==> config.mk <==
export PLATFORM = sky130hd
export DESIGN_NAME = dark_level_comp
export DESIGN_NICKNAME = d
export VERILOG_FILES = /design/src/rtl/dlc_pkg.sv /design/src/rtl/dlc_ob_meter.sv /design/src/rtl/dlc_enable_ctl.sv /design/src/rtl/dlc_filter.sv /design/src/rtl/dlc_correct.sv /design/src/rtl/dark_level_comp.sv
export SDC_FILE = /design/constraint.sdc
export NUM_CORES = 1
export LEC_CHECK = 0
export BUFFER_PORTS_ARGS = -buffer_cell sky130_fd_sc_hd__buf_4
export CAP_MARGIN = 10
export CELL_PAD_IN_SITES_DETAIL_PLACEMENT = 1
export CELL_PAD_IN_SITES_GLOBAL_PLACEMENT = 2
export CORE_MARGIN = 2
export CORE_UTILIZATION = 34
export CTS_CLUSTER_SIZE = 14
export DETAILED_ROUTE_END_ITERATION = 16
export PLACE_DENSITY = 0.75
export SYNTH_ARGS = -nofsm -noshare
export SYNTH_HDL_FRONTEND = slang
export SYNTH_HIERARCHICAL = 1
export SYNTH_SLANG_ARGS = --single-unit
==> constraint.sdc <==
create_clock -name clk -period 4.15 [get_ports clk]
set_input_delay 0.2075 -clock clk [delete_from_list [all_inputs] [get_ports clk]]
set_output_delay 0.2075 -clock clk [all_outputs]
set_load 0.005 [all_outputs]
==> src/rtl/dlc_pkg.sv <==
// Shared coefficient encodings for the dark level compensator.
package dlc_pkg;
    typedef enum logic [1:0] {
        CA_ZERO    = 2'b00,
        CA_HALF    = 2'b01,
        CA_QUARTER = 2'b10,
        CA_EIGHTH  = 2'b11
    } coef_a_e;

    typedef enum logic [1:0] {
        CB_ZERO   = 2'b00,
        CB_HALF   = 2'b01,
        CB_THREEQ = 2'b10,
        CB_ONE    = 2'b11
    } coef_b_e;
endpackage

==> src/rtl/dlc_ob_meter.sv <==
// Dark sample meter.
// Sums a fixed-size block of optical-black pixels per frame. A row is a
// contiguous run of ob_valid. Only the first COLS pixels of the first ROWS
// runs count, with the geometry chosen by area_wide.
// Assumes: both geometries hold the same power-of-two pixel count, and
// frame_start never coincides with ob_valid.
module dlc_ob_meter #(
    parameter int PIX_W     = 10,
    parameter int NAR_COLS  = 128,
    parameter int NAR_ROWS  = 8,
    parameter int WIDE_COLS = 512,
    parameter int WIDE_ROWS = 2
) (
    input  logic             clk,
    input  logic             rst_n,
    input  logic             frame_start,
    input  logic             ob_valid,
    input  logic [PIX_W-1:0] pix_in,
    input  logic             area_wide,
    output logic             meas_done,
    output logic [PIX_W-1:0] ob_mean
);
    localparam int AREA     = NAR_COLS * NAR_ROWS;
    localparam int LOG2     = $clog2(AREA);
    localparam int SUM_W    = PIX_W + LOG2;
    localparam int CNT_W    = LOG2 + 1;
    localparam int MAX_COLS = (NAR_COLS > WIDE_COLS) ? NAR_COLS : WIDE_COLS;
    localparam int MAX_ROWS = (NAR_ROWS > WIDE_ROWS) ? NAR_ROWS : WIDE_ROWS;
    localparam int COL_W    = $clog2(MAX_COLS + 1);
    localparam int ROW_W    = $clog2(MAX_ROWS + 1);

    logic [COL_W-1:0] col_q;
    logic [ROW_W-1:0] row_q;
    logic [CNT_W-1:0] taken_q;
    logic [SUM_W-1:0] sum_q;
    logic             run_q;
    logic             done_q;
    logic [COL_W-1:0] col_lim;
    logic [ROW_W-1:0] row_lim;
    logic             accept;

    // Pick the sampling window geometry.
    always_comb begin
        col_lim = area_wide ? COL_W'(WIDE_COLS) : COL_W'(NAR_COLS);
        row_lim = area_wide ? ROW_W'(WIDE_ROWS) : ROW_W'(NAR_ROWS);
    end

    // A pixel counts when it falls inside the window and the block is not full.
    assign accept = ob_valid && (row_q < row_lim) && (col_q < col_lim)
                    && (taken_q < CNT_W'(AREA));

    // Track row/column position and accumulate accepted samples.
    always_ff @(posedge clk) begin
        if (!rst_n || frame_start) begin
            col_q   <= '0;
            row_q   <= '0;
            taken_q <= '0;
            sum_q   <= '0;
            run_q   <= 1'b0;
            done_q  <= 1'b0;
        end else begin
            done_q <= accept && (taken_q == CNT_W'(AREA - 1));
            if (accept) begin
                sum_q   <= sum_q + SUM_W'(pix_in);
                taken_q <= taken_q + 1'b1;
            end
            if (ob_valid) begin
                run_q <= 1'b1;
                if (col_q < col_lim) col_q <= col_q + 1'b1;
            end else if (run_q) begin
                run_q <= 1'b0;
                col_q <= '0;
                if (row_q < row_lim) row_q <= row_q + 1'b1;
            end
        end
    end

    assign meas_done = done_q;
    assign ob_mean   = sum_q[SUM_W-1:LOG2];
endmodule

==> src/rtl/dlc_enable_ctl.sv <==
// Frame arming control.
// Decides at each frame_start whether the filter may update during that
// frame. Gain and shutter events are latched until the next frame_start.
// The limited mode counts down frames from count_len+1.
// Assumes: count_len is stable before en_count is raised.
module dlc_enable_ctl #(
    parameter int LEN_W = 2
) (
    input  logic             clk,
    input  logic             rst_n,
    input  logic             frame_start,
    input  logic             gain_evt,
    input  logic             shut_evt,
    input  logic             en_always,
    input  logic             en_gain,
    input  logic             en_shutter,
    input  logic             en_count,
    input  logic [LEN_W-1:0] count_len,
    output logic             arm
);
    localparam int LEFT_W = LEN_W + 1;

    logic              arm_q;
    logic              gain_pend_q;
    logic              shut_pend_q;
    logic [LEFT_W-1:0] left_q;
    logic              count_live;

    assign count_live = en_count && (left_q != '0);

    // Latch events, make the per-frame decision and run the frame budget.
    always_ff @(posedge clk) begin
        if (!rst_n) begin
            arm_q       <= 1'b0;
            gain_pend_q <= 1'b0;
            shut_pend_q <= 1'b0;
            left_q      <= '0;
        end else begin
            if (frame_start) begin
                arm_q <= en_always
                       | (en_gain    & (gain_pend_q | gain_evt))
                       | (en_shutter & (shut_pend_q | shut_evt))
                       | count_live;
                gain_pend_q <= 1'b0;
                shut_pend_q <= 1'b0;
                if (count_live) left_q <= left_q - 1'b1;
            end else begin
                gain_pend_q <= gain_pend_q | gain_evt;
                shut_pend_q <= shut_pend_q | shut_evt;
            end
            if (!en_count) left_q <= LEFT_W'(count_len) + 1'b1;
        end
    end

    assign arm = arm_q;
endmodule

==> src/rtl/dlc_filter.sv <==
// Recursive dark level filter.
// Per update: D = A*(M + P) + B*D in fixed point with FRAC fractional bits,
// saturated to the integer pixel range. Emits the rounded integer level.
// Assumes: FRAC >= 3 so the smallest A gain is exact.
module dlc_filter
    import dlc_pkg::*;
#(
    parameter int PIX_W = 10,
    parameter int FRAC  = 4
) (
    input  logic             clk,
    input  logic             rst_n,
    input  logic             arm,
    input  logic             meas_done,
    input  logic [PIX_W-1:0] ob_mean,
    input  logic [1:0]       coef_a,
    input  logic [1:0]       coef_b,
    input  logic             ob_self,
    output logic [PIX_W-1:0] level
);
    localparam int D_W   = PIX_W + FRAC;
    localparam int SUM_W = D_W + 2;
    localparam logic [SUM_W-1:0] D_MAX = SUM_W'((1 << D_W) - 1);
    localparam logic [D_W:0]     HALF  = (D_W + 1)'(1 << (FRAC - 1));

    logic [D_W-1:0]   d_q;
    logic [PIX_W-1:0] prev_q;
    logic [PIX_W-1:0] level_q;
    logic [PIX_W-1:0] partner;
    logic [PIX_W:0]   pair;
    logic [SUM_W-1:0] pair_fx;
    logic [SUM_W-1:0] d_ext;
    logic [SUM_W-1:0] term_a;
    logic [SUM_W-1:0] term_b;
    logic [SUM_W-1:0] total;
    logic [D_W-1:0]   d_next;
    logic [D_W:0]     rnd;
    logic [PIX_W-1:0] lvl_next;

    // Form the measurement term from the chosen pair of means.
    always_comb begin
        partner = ob_self ? ob_mean : prev_q;
        pair    = {1'b0, ob_mean} + {1'b0, partner};
        pair_fx = SUM_W'({pair, {FRAC{1'b0}}});
        case (coef_a_e'(coef_a))
            CA_ZERO:    term_a = '0;
            CA_HALF:    term_a = pair_fx >> 1;
            CA_QUARTER: term_a = pair_fx >> 2;
            default:    term_a = pair_fx >> 3;
        endcase
    end

    // Form the feedback term from the stored state.
    always_comb begin
        d_ext = SUM_W'(d_q);
        case (coef_b_e'(coef_b))
            CB_ZERO:   term_b = '0;
            CB_HALF:   term_b = d_ext >> 1;
            CB_THREEQ: term_b = (d_ext >> 1) + (d_ext >> 2);
            default:   term_b = d_ext;
        endcase
    end

    // Saturate the new state and round it to an integer level.
    always_comb begin
        total    = term_a + term_b;
        d_next   = (total > D_MAX) ? D_MAX[D_W-1:0] : total[D_W-1:0];
        rnd      = {1'b0, d_next} + HALF;
        lvl_next = rnd[D_W] ? {PIX_W{1'b1}} : rnd[D_W-1:FRAC];
    end

    // Commit state only on an armed, completed measurement.
    always_ff @(posedge clk) begin
        if (!rst_n) begin
            d_q     <= '0;
            prev_q  <= '0;
            level_q <= '0;
        end else if (arm && meas_done) begin
            d_q     <= d_next;
            prev_q  <= ob_mean;
            level_q <= lvl_next;
        end
    end

    assign level = level_q;
endmodule

==> src/rtl/dlc_correct.sv <==
// Pixel corrector.
// Registers each active pixel after subtracting the dark level with a
// sign-magnitude offset (compensation on), or an unsigned offset alone
// (compensation off), then clamps to the pixel range.
// Assumes: OFF_W <= PIX_W + 2.
module dlc_correct #(
    parameter int PIX_W = 10,
    parameter int OFF_W = 8
) (
    input  logic             clk,
    input  logic             rst_n,
    input  logic             act_valid,
    input  logic [PIX_W-1:0] pix_in,
    input  logic [PIX_W-1:0] level,
    input  logic             comp_on,
    input  logic [OFF_W-1:0] offset,
    output logic [PIX_W-1:0] pix_out,
    output logic             out_valid
);
    localparam int MAG_W = OFF_W - 1;
    localparam int W     = PIX_W + 2;
    localparam logic signed [W-1:0] TOP_S = W'((1 << PIX_W) - 1);

    logic signed [W-1:0] pix_s;
    logic signed [W-1:0] lvl_s;
    logic signed [W-1:0] mag_s;
    logic signed [W-1:0] full_s;
    logic signed [W-1:0] adj;
    logic [PIX_W-1:0]    clipped;

    // Compute the corrected value in signed arithmetic and clamp it.
    always_comb begin
        pix_s  = $signed({2'b00, pix_in});
        lvl_s  = $signed({2'b00, level});
        mag_s  = $signed({{(W - MAG_W){1'b0}}, offset[MAG_W-1:0]});
        full_s = $signed({{(W - OFF_W){1'b0}}, offset});
        if (comp_on)
            adj = pix_s - lvl_s + (offset[OFF_W-1] ? mag_s : -mag_s);
        else
            adj = pix_s - full_s;
        if (adj < 0)
            clipped = '0;
        else if (adj > TOP_S)
            clipped = {PIX_W{1'b1}};
        else
            clipped = adj[PIX_W-1:0];
    end

    // Output register, one cycle behind the input pixel.
    always_ff @(posedge clk) begin
        if (!rst_n) begin
            pix_out   <= '0;
            out_valid <= 1'b0;
        end else begin
            out_valid <= act_valid;
            if (act_valid) pix_out <= clipped;
        end
    end
endmodule

==> src/rtl/dark_level_comp.sv <==
// Dark level compensator top.
// Ties the dark sample meter, frame arming control, recursive filter and
// pixel corrector together. Compensation is on when any enable is high.
// Assumes: dark rows precede active pixels in a frame and the two flags are
// never high together.
module dark_level_comp #(
    parameter int PIX_W     = 10,
    parameter int FRAC_BITS = 4,
    parameter int OFF_W     = 8,
    parameter int LEN_W     = 2,
    parameter int NAR_COLS  = 128,
    parameter int NAR_ROWS  = 8,
    parameter int WIDE_COLS = 512,
    parameter int WIDE_ROWS = 2
) (
    input  logic             clk,
    input  logic             rst_n,
    input  logic             frame_start,
    input  logic             ob_valid,
    input  logic             act_valid,
    input  logic [PIX_W-1:0] pix_in,
    input  logic             gain_evt,
    input  logic             shut_evt,
    input  logic             en_always,
    input  logic             en_gain,
    input  logic             en_shutter,
    input  logic             en_count,
    input  logic [LEN_W-1:0] count_len,
    input  logic [1:0]       coef_a,
    input  logic [1:0]       coef_b,
    input  logic             ob_self,
    input  logic             area_wide,
    input  logic [OFF_W-1:0] offset,
    output logic [PIX_W-1:0] pix_out,
    output logic             pix_out_valid
);
    logic             meas_done_w;
    logic [PIX_W-1:0] ob_mean_w;
    logic             arm_w;
    logic [PIX_W-1:0] level_w;
    logic             comp_on_w;

    assign comp_on_w = en_always | en_gain | en_shutter | en_count;

    dlc_ob_meter #(
        .PIX_W(PIX_W), .NAR_COLS(NAR_COLS), .NAR_ROWS(NAR_ROWS),
        .WIDE_COLS(WIDE_COLS), .WIDE_ROWS(WIDE_ROWS)
    ) u_meter (
        .clk(clk), .rst_n(rst_n), .frame_start(frame_start),
        .ob_valid(ob_valid), .pix_in(pix_in), .area_wide(area_wide),
        .meas_done(meas_done_w), .ob_mean(ob_mean_w)
    );

    dlc_enable_ctl #(.LEN_W(LEN_W)) u_ctl (
        .clk(clk), .rst_n(rst_n), .frame_start(frame_start),
        .gain_evt(gain_evt), .shut_evt(shut_evt),
        .en_always(en_always), .en_gain(en_gain),
        .en_shutter(en_shutter), .en_count(en_count),
        .count_len(count_len), .arm(arm_w)
    );

    dlc_filter #(.PIX_W(PIX_W), .FRAC(FRAC_BITS)) u_filter (
        .clk(clk), .rst_n(rst_n), .arm(arm_w), .meas_done(meas_done_w),
        .ob_mean(ob_mean_w), .coef_a(coef_a), .coef_b(coef_b),
        .ob_self(ob_self), .level(level_w)
    );

    dlc_correct #(.PIX_W(PIX_W), .OFF_W(OFF_W)) u_correct (
        .clk(clk), .rst_n(rst_n), .act_valid(act_valid), .pix_in(pix_in),
        .level(level_w), .comp_on(comp_on_w), .offset(offset),
        .pix_out(pix_out), .out_valid(pix_out_valid)
    );
endmodule

# After elaboration in Yosys (flattened, before gate mapping)
# Index checks and enable logic that the tools add are counted.
# word_totals
output_inout_bits	11
inputBits	37
ff_bits	98
# op_classes
add_sub_neg	14
bitwise_logic	12
reduce_logical	16
muxes	18
order_cmp	6
eq_ne	8
# op_table
op	count
two-way mux 10 bit	8
case mux 16 bit (3 select lines)	1
case mux 14 bit (3 select lines)	1
two-way mux 12 bit	2
adder 20 x 10 -> 20 bit	1
adder 16 bit	1
greater-than comparator 16 x 14 -> 1 bit (second input constant)	1
adder 14 x 4 -> 15 bit (second input constant)	1
adder 13 x 12 -> 14 bit	1
two-way mux 14 bit	1
adder 12 bit	1
greater-than comparator 12 x 11 -> 1 bit (second input constant)	1
< comparator 12 x 1 -> 1 bit (second input constant)	1
negator 7 -> 12 bit	1
adder 10 x 10 -> 11 bit	1
adder 11 x 1 -> 11 bit (second input constant)	1
equality test 11 x 10 -> 1 bit (second input constant)	1
< comparator 11 bit (second input constant)	1
subtractor 10 x 10 -> 11 bit	1
subtractor 10 x 8 -> 11 bit	1
adder 10 x 1 -> 10 bit (second input constant)	1
< comparator 10 bit	1
two-way mux 3 bit	3
bitwise OR 1 bit	8
21 further kinds	33

# Logic depth before layout (Yosys ltp)
# logic_depth
word_depth	8
depth_mapped	23

# Modules after synthesis
# The synthesis kept the hierarchy.
# by_module_without_submodules
mod	cells_each	area_each_um2	instances
dlc_filter	445	3462.1	1
dlc_ob_meter	305	2537.4	1
dlc_correct	261	2039.5	1
dlc_enable_ctl	36	319.1	1
dark_level_comp	1	7.5	1

# Least setup slack after synthesis
# OpenSTA, ideal clock, no wires.
# synth_timing
path_type	input port to flip-flop
start	in ob_self
end	reg u_filter.level_q[7], in the netlist u_filter/level[7]
path_stages	22
arrival_ns	4.479
path_buffers	2
required_time_ns	4.076
setup_slack_ns	-0.403
cell_sequence	clkbuf_1 > mux2i_1 > inv_1 > ha_1 > a21o_1 > a21oi_1 > o21ai_0 > a2111oi_0 > nor3_1 > xor2_1 > nand2_1 > a31oi_1 > ha_1 > o21ai_0 > nand2b_1 > a31o_1 > a21oi_1 > xnor2_2 > nand3_4 > or3b_1 > buf_6 > a31oi_1
# synth_between
elab_chain_cells	8
# synth_lines
item	line	rtl
start, declared	dark_level_comp.sv:31	input logic ob_self,
two-way mux 10 bit (*)	dlc_filter.sv:42	partner = ob_self ? ob_mean : prev_q;
adder 10 x 10 -> 11 bit (*)	dlc_filter.sv:43	pair = {1'b0, ob_mean} + {1'b0, partner};
case mux 14 bit (3 select lines) (*)	dlc_filter.sv:45	case (coef_a_e'(coef_a))
adder 16 bit (*)	dlc_filter.sv:66	total = term_a + term_b;
greater-than comparator 16 x 14 -> 1 bit	dlc_filter.sv:67	d_next = (total > D_MAX) ? D_MAX[D_W-1:0] : total[D_W-1:0];
two-way mux 14 bit (*)	dlc_filter.sv:67	
adder 14 x 4 -> 15 bit (*)	dlc_filter.sv:68	rnd = {1'b0, d_next} + HALF;
two-way mux 10 bit (*)	dlc_filter.sv:69	lvl_next = rnd[D_W] ? {PIX_W{1'b1}} : rnd[D_W-1:FRAC];
end signal, assigned	dlc_filter.sv:81	level_q <= lvl_next;
end, declared	dlc_filter.sv:28	logic [PIX_W-1:0] level_q;
# Mark *: on every way between the ends. The rest lies on a longest branch, timed or not.
# A chain may end at the register's enable or synchronous reset.

# Final worst setup path
# layout_timing
start	reg u_meter.sum_q[11]
end	reg u_filter.level_q[5], in the netlist u_filter/level[5]
# layout_between
elab_chain_cells	8
# layout_lines
item	line	rtl
start, declared	dlc_ob_meter.sv:35	logic [SUM_W-1:0] sum_q;
start signal, assigned	dlc_ob_meter.sv:64	sum_q <= sum_q + SUM_W'(pix_in);
two-way mux 10 bit	dlc_filter.sv:42	
adder 10 x 10 -> 11 bit (*)	dlc_filter.sv:43	
case mux 14 bit (3 select lines) (*)	dlc_filter.sv:45	
adder 16 bit (*)	dlc_filter.sv:66	
greater-than comparator 16 x 14 -> 1 bit	dlc_filter.sv:67	
two-way mux 14 bit (*)	dlc_filter.sv:67	
adder 14 x 4 -> 15 bit (*)	dlc_filter.sv:68	
two-way mux 10 bit (*)	dlc_filter.sv:69	
# Marks and branches as above.

==> reports/metrics.cfg <==
[cts]
clock_sinks=97
clockBufferDepth=2
path_clk_slew_ns=0.07
cts_htree_levels=3
cts_tree=done
cts_root_buf=clkbuf_16
insertion_delay_ns=0.36
cts_buffers=9

[final_layout]
multiInputGateArea_sq_um=6210
register_area_sq_um=1950
fin_util=0.416
finalNetCount=1279
postLayoutCellArea_sq_um=10100
n_fill_cell=2936
stdcell_count=1479
diodes=0
final_layout_size_suffix_gt1_frac=0.223
area_growth_pct=20.7

[floorplanning]
num_rows=57
initial_core_util=0.345
io-pin-count=48
die_w_um=161
die_h_um=161
die_area_sq_um=25900
core-area_sq_um=24200

[worst_setup_path]
rr_startpoint=u_meter/sum_q[11]$_SDFFE_PP0P_
rr_endpoint=u_filter/level[5]$_SDFFE_PN0P_
critPathTopFamily=compound AO/OA/AOI/OAI gates
endpoint_kind=flop
cp_cell_sequence=mux2i_2 > inv_1 > ha_1 > a21o_1 > a21oi_2 > o21ai_2 > a2111oi_4 > nor3_2 > xor2_1 > nand2_1 > a31oi_1 > ha_1 > o21ai_1 > nand2b_1 > a31o_1 > a21oi_2 > xnor2_2 > nand3_4 > or3b_4 > a31oi_1
crit_path_start_kind=flop
max_stage_delay_ns=0.43
crit_cells=20
arrival_ns=4.43
slowest_stage=or3b_4
critPathMaxFanout=8
cp_num_buf_inv=1
rr_worst_depth=20
r2r_slack_ns=0.003
path_class=reg2reg
cp.required_ns=4.43

[placed_design]
place_hpwl_um=18500
dpl.cell_count=1453
place_area_sq_um=9520
gp_congestion=0.788
portBuffers=47

[synthesis]
synthesis.nets=1176
synth.area.top_cells=dfxtp_1, ha_1, o21ai_0, a21oi_1, nand2_1
synth.avg_cell_area_sq_um=7.98
ys_seq_area_frac=0.232
yosysTopAreaCell=dfxtp_1
yosys_warnings=6
ys_seq_elements=97
syn_inst=1048
synth.top_cell.area_share=0.232
ys_async_sr_fraction=0
synth_cell_types=86
synth_area_sq_um=8370
yosys_most_used_dff=dfxtp_1
synth-edff-count=0

[pwr]
power_leakage_uw=0.00428
pwr-share-seq=0.404
pwr_density_cell_nw_per_um2=237
combPwrFrac=0.247
vdd_drop_max_uv=187
switching_share=0.308
p_total_uw=2390
p_switching_uw=738
internal_power_uw=1650
pwr-share-clk=0.349

[global_routing]
grt_max_degree=53
antenna_found_initial=0
grt_usage=0.185
first_global_vias=7914
global_route.overflow_total=0
grt_pass1_wl_um=39400

[min_path]
min_path_type=in2reg
hold_end=u_meter/run_q$_SDFF_PP0_
min_from=ob_valid
hold_depth=2

[route]
drc=0
drtPass1Iterations=4
vias_per_cell=5.22
drt_wl_total_um=23700
first_iter_violations=293
routedWlPerCell_um=16.0
ant_nets=0
via_count=7721

[sta]
finalMaxSlewViolations=0
worst_pin_slew_ns=0.936
whs_ns=0.0664
max_freq_mhz=241
hold_viol=0
setup_viol=0
period_share=0.999
slew_headroom=0.371
finClkSkew_ns=0.00976
grt_setup_unrepaired=true
min_period_ns=4.15

[run_status]
status=finished clean

[job]
cap_violations=0

-- worst max path at each step --
stage / slack (ns) / start / end
floorplan: 0.02 / u_meter/sum_q[10]$_SDFFE_PP0P_ / u_filter/level[7]$_SDFFE_PN0P_
finish: 0.003 / u_meter/sum_q[11]$_SDFFE_PP0P_ / u_filter/level[5]$_SDFFE_PN0P_
global route: -0.23 / u_filter/prev_q[1]$_SDFFE_PN0P_ / u_filter/level[5]$_SDFFE_PN0P_
global placement: -0.09 / ob_self / u_filter/level[1]$_SDFFE_PN0P_
CTS: -0.01 / u_meter/sum_q[11]$_SDFFE_PP0P_ / u_filter/level[5]$_SDFFE_PN0P_
detailed placement: -0.23 / ob_self / u_filter/level[2]$_SDFFE_PN0P_
-- per-stage QoR --
| stage | setup WS, ns | TNS, ns |
|---|---|---|
| 2_1_floorplan | 0.0197 | 0 |
| 3_3_place_gp | -0.0947 | -0.784 |
| 3_5_place_dp | -0.231 | -1.95 |
| 4_1_cts | -0.0125 | -0.0149 |
| 5_1_grt | -0.226 | -2.16 |
| 6_report | 0.00343 | 0 |
-- repair_timing --
action	in CTS	in global routing
pin swaps	21	38
setup endpoints to repair	12	33
hold buffers	0	0
gates resized for setup	13	43
buffers inserted	3	8
-- layout by cell type (no fill, tap or decap), drive strengths merged, types with 7 or more instances in the layout --
| cell type | synthesis | layout |
|---|---|---|
| a211oi | 7 | 7 |
| a21boi | 13 | 13 |
| a21o | 20 | 20 |
| a21oi | 78 | 78 |
| a31oi | 28 | 28 |
| and3 | 13 | 13 |
| buf | 14 | 138 |
| clkbuf | 32 | 11 |
| dfxtp | 97 | 97 |
| fa | 7 | 7 |
| ha | 84 | 84 |
| inv | 56 | 59 |
| mux2 | 14 | 14 |
| nand2 | 92 | 92 |
| nand2b | 15 | 15 |
| nand3 | 18 | 18 |
| nand3b | 9 | 9 |
| nand4 | 10 | 10 |
| nor2 | 91 | 91 |
| nor2b | 21 | 21 |
| nor3 | 29 | 29 |
| nor3b | 10 | 10 |
| nor4 | 7 | 7 |
| o21a | 16 | 16 |
| o21ai | 86 | 86 |
| o221a | 8 | 8 |
| o31a | 7 | 7 |
| o31ai | 7 | 7 |
| or3 | 8 | 8 |
| xnor2 | 43 | 43 |
| xor2 | 33 | 33 |
-- Yosys cell counts, types with 9 or more instances --
cell      number
nand3_1       17
a31oi_1       28
and3_1        11
a21boi_0      13
inv_1         56
xnor2_1       39
ha_1          84
nand3b_1       9
o21ai_0       81
a21oi_1       76
nor2b_1       21
nand2b_1      14
mux2_2        13
nand2_1       91
nand4_1       10
dfxtp_1       97
nor2_1        88
nor3_1        29
buf_4         10
o21a_1        16
xor2_1        30
clkbuf_1      32
nor3b_1        9
a21o_1        17
-- worst reg2reg max path: stages, from the launching register on --
cell and delay, ns:
dfxtp_2 0.34, mux2i_2 0.20, inv_1 0.08, ha_1 0.27, a21o_1 0.17, a21oi_2 0.18, o21ai_2 0.10, a2111oi_4 0.34
nor3_2 0.08, xor2_1 0.26, nand2_1 0.10, a31oi_1 0.18, ha_1 0.29, o21ai_1 0.11, nand2b_1 0.10, a31o_1 0.23
a21oi_2 0.17, xnor2_2 0.16, nand3_4 0.09, or3b_4 0.43, a31oi_1 0.18
-- layout make-up --
cell class	count	share of cell area
Sequential cell	97	0.193
Timing Repair Buffer	138	0.103
Clock inverter	4	0.00359
Clock buffer	11	0.0240
Inverter	56	0.0208
Multi-Input combinational cell	849	0.615
Tap cell	324	0.0402
-- state kept, by name, indices dropped and copies added (netlist names), 3 cells and up --
register / flops
u_meter/row_q: 4
u_meter/taken_q: 11
u_correct/pix_out: 10
u_ctl/left_q: 3
u_filter/prev_q: 10
u_filter/level: 10
u_meter/col_q: 10
u_filter/d_q: 13
u_meter/sum_q: 20
-- per-layer routing --
layer,global-route usage,vias to the layer above,part of all wire
met4,0.0414,0,0.011
met2,0.319,48,0.48
li1,-,3949,-
met3,0.0189,14,0.017
met5,0,-,0
met1,0.249,3710,0.50
-- power by group through the flow --
stage                     Sequential, uW  Clock [uW]  Combinational, uW
after floorplan                      989           0                403
after global placement               988           0                576
after detailed placement             989           0                583
after CTS                            967         862                589
after global routing                 970         893                657
final                                967         834                590
-- kinds of logic after synthesis --
group	count (synthesis)	synth area share
flops	97	0.232
buf+inv	102	0.0513
xor+xnor	76	0.0872
fa+ha+maj	91	0.142
mux	20	0.0260
simple gates	349	0.213
compound gates	313	0.248
(Power assumes the default switching activity.)
